==> src/rtl/qrs_pkg.sv <==
// Package: shared geometry of the quad recirculating shift register.
// Assumes every channel is built from NUM_WORDS words of WORD_W bits.
package qrs_pkg;
    localparam int NUM_CH_DEF    = 4;
    localparam int WORD_W_DEF    = 16;
    localparam int NUM_WORDS_DEF = 5;
    localparam int CHAIN_LEN_DEF = WORD_W_DEF * NUM_WORDS_DEF;
endpackage

==> src/rtl/qrs_fall_detect.sv <==
// Module: qrs_fall_detect
// Samples the shift strobe on the system clock and flags a high-to-low
// change. Assumes the strobe is slow with respect to clk.
module qrs_fall_detect (
    input  logic clk,
    input  logic rst_n,
    input  logic shift_clk,
    output logic shift_en
);
    logic prev_q;

    // Keep the previous strobe sample; reset clears it so no fall follows reset.
    always_ff @(posedge clk) begin
        if (!rst_n) prev_q <= 1'b0;
        else        prev_q <= shift_clk;
    end

    // A fall is previous sample high and current sample low.
    always_comb shift_en = prev_q & ~shift_clk;
endmodule

==> src/rtl/qrs_word.sv <==
// Module: qrs_word
// One storage word of a chain. On shift_en it moves right by one bit and
// takes top_in into its most significant bit. Assumes a synchronous reset.
module qrs_word #(
    parameter int WORD_W = qrs_pkg::WORD_W_DEF
) (
    input  logic              clk,
    input  logic              rst_n,
    input  logic              shift_en,
    input  logic              top_in,
    output logic [WORD_W-1:0] word_q
);
    // Shift toward bit 0 on each shift event.
    always_ff @(posedge clk) begin
        if (!rst_n)        word_q <= '0;
        else if (shift_en) word_q <= {top_in, word_q[WORD_W-1:1]};
    end
endmodule

==> src/rtl/qrs_channel.sv <==
// Module: qrs_channel
// One serial channel built from NUM_WORDS words. Word 0 holds the output
// end; the entering bit goes into the top of the last word. The entering
// bit is the channel input or, with recirc set, the current output bit.
module qrs_channel #(
    parameter int WORD_W    = qrs_pkg::WORD_W_DEF,
    parameter int NUM_WORDS = qrs_pkg::NUM_WORDS_DEF
) (
    input  logic clk,
    input  logic rst_n,
    input  logic shift_en,
    input  logic ser_in,
    input  logic recirc,
    output logic ser_out
);
    logic [WORD_W-1:0]    word_q [NUM_WORDS];
    logic [NUM_WORDS-1:0] link;
    logic                 entry_bit;

    // Pick the bit that enters the chain: feedback or external data.
    always_comb entry_bit = recirc ? ser_out : ser_in;

    for (genvar w = 0; w < NUM_WORDS; w++) begin : g_word
        if (w == NUM_WORDS - 1) begin : g_last
            assign link[w] = entry_bit;
        end else begin : g_mid
            assign link[w] = word_q[w+1][0];
        end
        qrs_word #(.WORD_W(WORD_W)) word_i (
            .clk      (clk),
            .rst_n    (rst_n),
            .shift_en (shift_en),
            .top_in   (link[w]),
            .word_q   (word_q[w])
        );
    end

    // Output end is bit 0 of word 0, the oldest stored bit.
    always_comb ser_out = word_q[0][0];
endmodule

==> src/rtl/quad_recirc_shreg.sv <==
// Module: quad_recirc_shreg
// NUM_CH serial shift channels sharing one shift strobe. Each channel has
// its own data input, recirculate select and output. Assumes the strobe
// is asynchronous data that is slow compared with clk.
module quad_recirc_shreg #(
    parameter int NUM_CH    = qrs_pkg::NUM_CH_DEF,
    parameter int WORD_W    = qrs_pkg::WORD_W_DEF,
    parameter int NUM_WORDS = qrs_pkg::NUM_WORDS_DEF
) (
    input  logic              clk,
    input  logic              rst_n,
    input  logic              shift_clk,
    input  logic [NUM_CH-1:0] ser_in,
    input  logic [NUM_CH-1:0] recirc,
    output logic [NUM_CH-1:0] ser_out
);
    logic shift_en;

    qrs_fall_detect fall_i (
        .clk       (clk),
        .rst_n     (rst_n),
        .shift_clk (shift_clk),
        .shift_en  (shift_en)
    );

    for (genvar c = 0; c < NUM_CH; c++) begin : g_ch
        qrs_channel #(.WORD_W(WORD_W), .NUM_WORDS(NUM_WORDS)) ch_i (
            .clk      (clk),
            .rst_n    (rst_n),
            .shift_en (shift_en),
            .ser_in   (ser_in[c]),
            .recirc   (recirc[c]),
            .ser_out  (ser_out[c])
        );
    end
endmodule

==> config.mk <==
export PLATFORM = sky130hd
export DESIGN_NAME = quad_recirc_shreg
export DESIGN_NICKNAME = d
export VERILOG_FILES = /design/src/rtl/qrs_pkg.sv /design/src/rtl/qrs_fall_detect.sv /design/src/rtl/qrs_word.sv /design/src/rtl/qrs_channel.sv /design/src/rtl/quad_recirc_shreg.sv
export SDC_FILE = /design/constraint.sdc
export NUM_CORES = 1
export LEC_CHECK = 0
export BUFFER_PORTS_ARGS = -buffer_cell sky130_fd_sc_hd__buf_2
export CORE_MARGIN = 10
export CORE_UTILIZATION = 30
export CTS_BUF_LIST = sky130_fd_sc_hd__clkbuf_8
export DETAILED_ROUTE_END_ITERATION = 10
export GPL_ROUTABILITY_DRIVEN = 1
export HOLD_SLACK_MARGIN = 0.08
export PLACE_DENSITY = 0.43
export SETUP_SLACK_MARGIN = 0.2
export SYNTH_ARGS = -nofsm -noshare
export SYNTH_HDL_FRONTEND = slang
export SYNTH_HIERARCHICAL = 1
export SYNTH_SLANG_ARGS = --single-unit
==> constraint.sdc <==
create_clock -name clk -period 1.7 [get_ports clk]
set_input_delay 0.34 -clock clk [delete_from_list [all_inputs] [get_ports clk]]
set_output_delay 0.34 -clock clk [all_outputs]
set_load 0.1 [all_outputs]
Word level (Yosys, flattened, before mapping)
Cells that the tools add are included.

operators by class
  add/sub/neg operators = 0
  multiply operators = 0
  div/mod/pow operators = 0
  order comparisons = 0
  equality and inequality tests = 0
  shift operators = 0
  muxes and demuxes = 4
  bitwise logic cells = 2
  reductions and logical operators = 0

operators by type and width
  kind              count
  1-bit 2-to-1 mux  4
  1-bit AND         1
  1-bit NOT         1

word-level totals
  flip-flop bits (word level) = 321
  bits in latches = 0
  memory bits (writable) = 0
  ROM bits = 0
  input bits = 11
  output and inout bits = 4
  memories kept = 0

Longest topological paths before layout
  depth after elaboration = 2
  depth in mapped cells = 5
  depth with buffers taken out = 3

Cells and area by module
The synthesis kept the hierarchy.

by module, submodules not included
  module           instances  cells an instance  area an instance (um^2)  seq. area each (um^2)
  qrs_word         20         51                 615.6                    320.3
  qrs_channel      4          1                  15.0                     0.0
  qrs_fall_detect  1          3                  36.3                     20.0

Worst setup path before layout
OpenSTA, ideal clock, no wires.

  kind = input to register
  start = in shift_clk
  end = reg g_ch[0].ch_i.g_word[0].word_i.word_q[10]
  setup time = 116 ps
  data arrival time = 1418 ps
  data required time = 1584 ps
  setup slack = 166 ps
  cell stages on the path = 5
  path buffers = 2
  cell sequence = and2b_2 > buf_6 > buf_12 > mux2i_1 > nor2b_1

between the ends
  longest elaborated chain between the ends = 2

RTL lines
  element               line                     RTL
  from (decl)           quad_recirc_shreg.sv:12  input logic shift_clk,
  1-bit NOT             qrs_fall_detect.sv:19    always_comb shift_en = prev_q & ~shift_clk;
  1-bit AND             qrs_fall_detect.sv:19
  to (signal assigned)  qrs_word.sv:16           else if (shift_en) word_q <= {top_in, word_q[WORD_W-1:1]};
  to (decl)             qrs_word.sv:11           output logic [WORD_W-1:0] word_q

Every way passes these cells.
A chain may end at the register's enable or synchronous reset.

Worst setup path in the final report
  start = in shift_clk
  end = reg g_ch[1].ch_i.g_word[1].word_i.word_q[7]

between the ends
  longest elaborated chain between the ends = 2

RTL lines
  element               line                     RTL
  1-bit NOT             qrs_fall_detect.sv:19
  1-bit AND             qrs_fall_detect.sv:19
  net shift_en          quad_recirc_shreg.sv:17  logic shift_en;
  to (signal assigned)  qrs_word.sv:16
  to (decl)             qrs_word.sv:11

The timed path passes the listed nets, and every way through them passes these cells.

==> impl_metrics.yaml <==
status:
  status: "finished, final reports clean"
final_layout:
  utilization_pct: 35.1
  nets: 1105
  multi_input_area_sq_um: 5280
  drive_gt1_share_pct: 12.2
  regArea_sq_um: 6440
  nFillCells: 4140
  syn2layout_area_growth_pct: 15.4
timing:
  finalHoldViolCount: 0
  fin_ws_ps: 187
  min_period_over_period_pct: 89.0
  slew_viol_final: 0
  fin_setup_tns_ps: 0
  slew_headroom_pct: 78.2
  rsz0062_at_grt: "yes"
  finalCriticalPeriod_ps: 1510
  fmax_mhz: 661
  fin_worst_skew_ps: 19.9
  finalSetupViolations: 0
  tightest_slew_ps: 327
yosys:
  seq_area_frac_synth_pct: 51.8
  netlist_area_sq_um: 12400
  synth_cell_type_count: 9
  syn-instance-count: 1027
  synth_seq_cells: 321
  synth_nets: 1038
  synth_area_leaders: "dfxtp_1 52%, mux2i_1 26%, nor2b_1 16%"
  synth_edf_count: 0
  synth_common_cells: "321 x dfxtp_1, 320 x mux2i_1, 320 x nor2b_1"
  synth_top_area_share_pct: 51.8
  synth-async-reset-ratio_pct: 0
  synth_ff_type: "dfxtp_1"
  yosysTopAreaCell: "dfxtp_1"
  yosysMostFrequentCell: "dfxtp_1"
  yosysWarnings: 6
  synth_area_per_cell_sq_um: 12.1
critical_path:
  critPathLaunch: "shift_clk"
  startpoint_type: "input pin"
  end_kind: "flop"
  r2r-end: "g_ch[1].ch_i/g_word[1].word_i/word_q[7]$_SDFFE_PN0P_"
  worstPathRequired_ps: 2190
  cp.arrival_ps: 2000
  worstSetupEndpoint: "g_ch[1].ch_i/g_word[1].word_i/word_q[7]$_SDFFE_PN0P_"
  path_max_fanout: 16
  r2r_cells: 5
  r2r_setup_slack_ps: 370
  r2r_start: "fall_i/prev_q$_SDFF_PN0_"
  path_class: "input pin to flop"
global_route:
  grt_max_degree: 69
  grt_pass1_vias: 6778
  grt_overflow: 0
  grtUsageTotal_pct: 7.55
  antenna_found_initial: 1
  grt_pass1_wl_mm: 32.5
route:
  drt_pre_antenna_iters: 4
  vias: 6787
  drc: 0
  initialDrtViolationCount: 235
  antenna_left: 0
  avgRoutedWirePerCell_um: 11.6
  routed_wl_mm: 19.3
  viasPerCell: 4.08
clock_network:
  cts_tree: "built"
  worst_skew_pair.late_latency_ps: 620
  cts_root_buf: "clkbuf_8"
  cts_buffer_depth: 3
  clk_pin_slew_worst_paths_ps: 60
  htree_levels: 2
  cts.sinks: 321
  cts-buffers-inserted: 56
floorplan:
  die_y_um: 223
  die_w_um: 223
  die_area_sq_um: 49900
  initial_core_util_pct: 30.4
  rows: 74
  coreArea_sq_um: 40800
  ioPinCount: 15
placed_design:
  place.gp.congestion: 0.611
  portBuffers: 14
  dp_slack_ps: 111
  dp_hpwl_mm: 10.2
pwr:
  leakagePower_nw: 4.72
  p_per_area_nw_per_um2: 1010
  internal-power_mw: 11.2
  power_frac_seq_pct: 52.0
  swShare_pct: 22.6
  irDropWorstVdd_uv: 433
  power.share.clock_pct: 43.7
  p_comb_share_pct: 4.3
  p_switching_mw: 3.27
run:
  cap_viol_max_count: 0
hold_path:
  hold_path.class: "input pin to flop"
==> through the flow <==
stage	cells	instance area, sq um	power, mW	hold WS (ps)
detailed placement	1544	12900	8.27	504
finish	1664	14300	14.5	157
CTS	1651	14100	14.9	81.0
global route	1664	14300	15.2	161
global placement	1544	12900	8.27	495
floorplan	1027	12400	8.18	468
==> power groups by stage <==
stage | Sequential [mW] | Combinational, mW | Clock [mW]
2_1_floorplan | 7.69 | 0.485 | 0
3_5_place_dp | 7.69 | 0.577 | 0
4_1_cts | 7.52 | 0.594 | 6.73
5_1_grt | 7.52 | 0.661 | 6.99
3_3_place_gp | 7.69 | 0.582 | 0
6_report | 7.53 | 0.621 | 6.33
==> worst min path at each step <==
stage | cells past startpoint | endpoint | slack [ps] | start
3_3_place_gp | 2 | g_ch[0].ch_i/g_word[0].word_i/word_q[2]$_SDFFE_PN0P_ | 500 | g_ch[0].ch_i/g_word[0].word_i/word_q[2]$_SDFFE_PN0P_
3_5_place_dp | 2 | g_ch[0].ch_i/g_word[1].word_i/word_q[14]$_SDFFE_PN0P_ | 500 | g_ch[0].ch_i/g_word[1].word_i/word_q[14]$_SDFFE_PN0P_
5_1_grt | 4 | g_ch[3].ch_i/g_word[4].word_i/word_q[15]$_SDFFE_PN0P_ | 160 | recirc[3]
6_report | 4 | g_ch[3].ch_i/g_word[4].word_i/word_q[15]$_SDFFE_PN0P_ | 160 | recirc[3]
2_1_floorplan | 1 | g_ch[0].ch_i/g_word[0].word_i/word_q[0]$_SDFFE_PN0P_ | 470 | rst_n
4_1_cts | 4 | g_ch[3].ch_i/g_word[4].word_i/word_q[15]$_SDFFE_PN0P_ | 80 | recirc[3]
==> critical path: stages <==
cell and delay, ps:
dlygate4sd3_1 530, buf_2 120, and2b_4 270, buf_12 220, clkbuf_16 230, mux2i_1 210
nor2b_1 60
==> kinds of logic (layout without fill, tap and decap cells) <==
logic type | Yosys count | count (layout) | synth area share [%]
simple gates | 322 | 322 | 16.3
other cells | 0 | 1 | 0
mux | 324 | 324 | 26.3
buf+inv | 60 | 164 | 5.65
flops | 321 | 321 | 51.8
==> metal layers <==
metal	global-route usage (%)	wire length, um
met1	9.58	9820
met2	10.8	7800
met3	2.35	873
met4	4.86	767
met5	0	0
==> what timing repair did <==
| item | in CTS | in global routing |
|---|---|---|
| hold endpoints to repair | 13 | 0 |
| setup endpoints to repair | 4 | 147 |
| buffers inserted | 4 | 8 |
| cloned | 0 | 4 |
| gates resized for setup | 22 | 7 |
| hold buffers | 8 | 0 |
| pin swaps | 0 | 0 |
==> state kept, by name, indices dropped and copies added (netlist names) <==
name                            flops
fall_i/prev_q                       1
g_ch.ch_i/g_word.word_i/word_q    320
==> area by class of cell <==
| class | instances | area share, % |
|---|---|---|
| Antenna cell | 1 | 0.0175 |
| Clock buffer | 63 | 6.06 |
| Clock inverter | 32 | 0.926 |
| Multi-Input combinational cell | 646 | 36.9 |
| Sequential cell | 321 | 45.0 |
| Tap cell | 532 | 4.65 |
| Timing Repair Buffer | 69 | 6.48 |
==> cell usage in the layout (no fill, tap or decap), drive strengths merged <==
cell	count
buf	57
inv	28
clkbuf	67
mux2	4
and2b	1
diode	1
dlygate4sd3	8
nor2b	320
dfxtp	321
clkinvlp	3
clkinv	1
and2	1
mux2i	320
(Power assumes the default switching activity.)
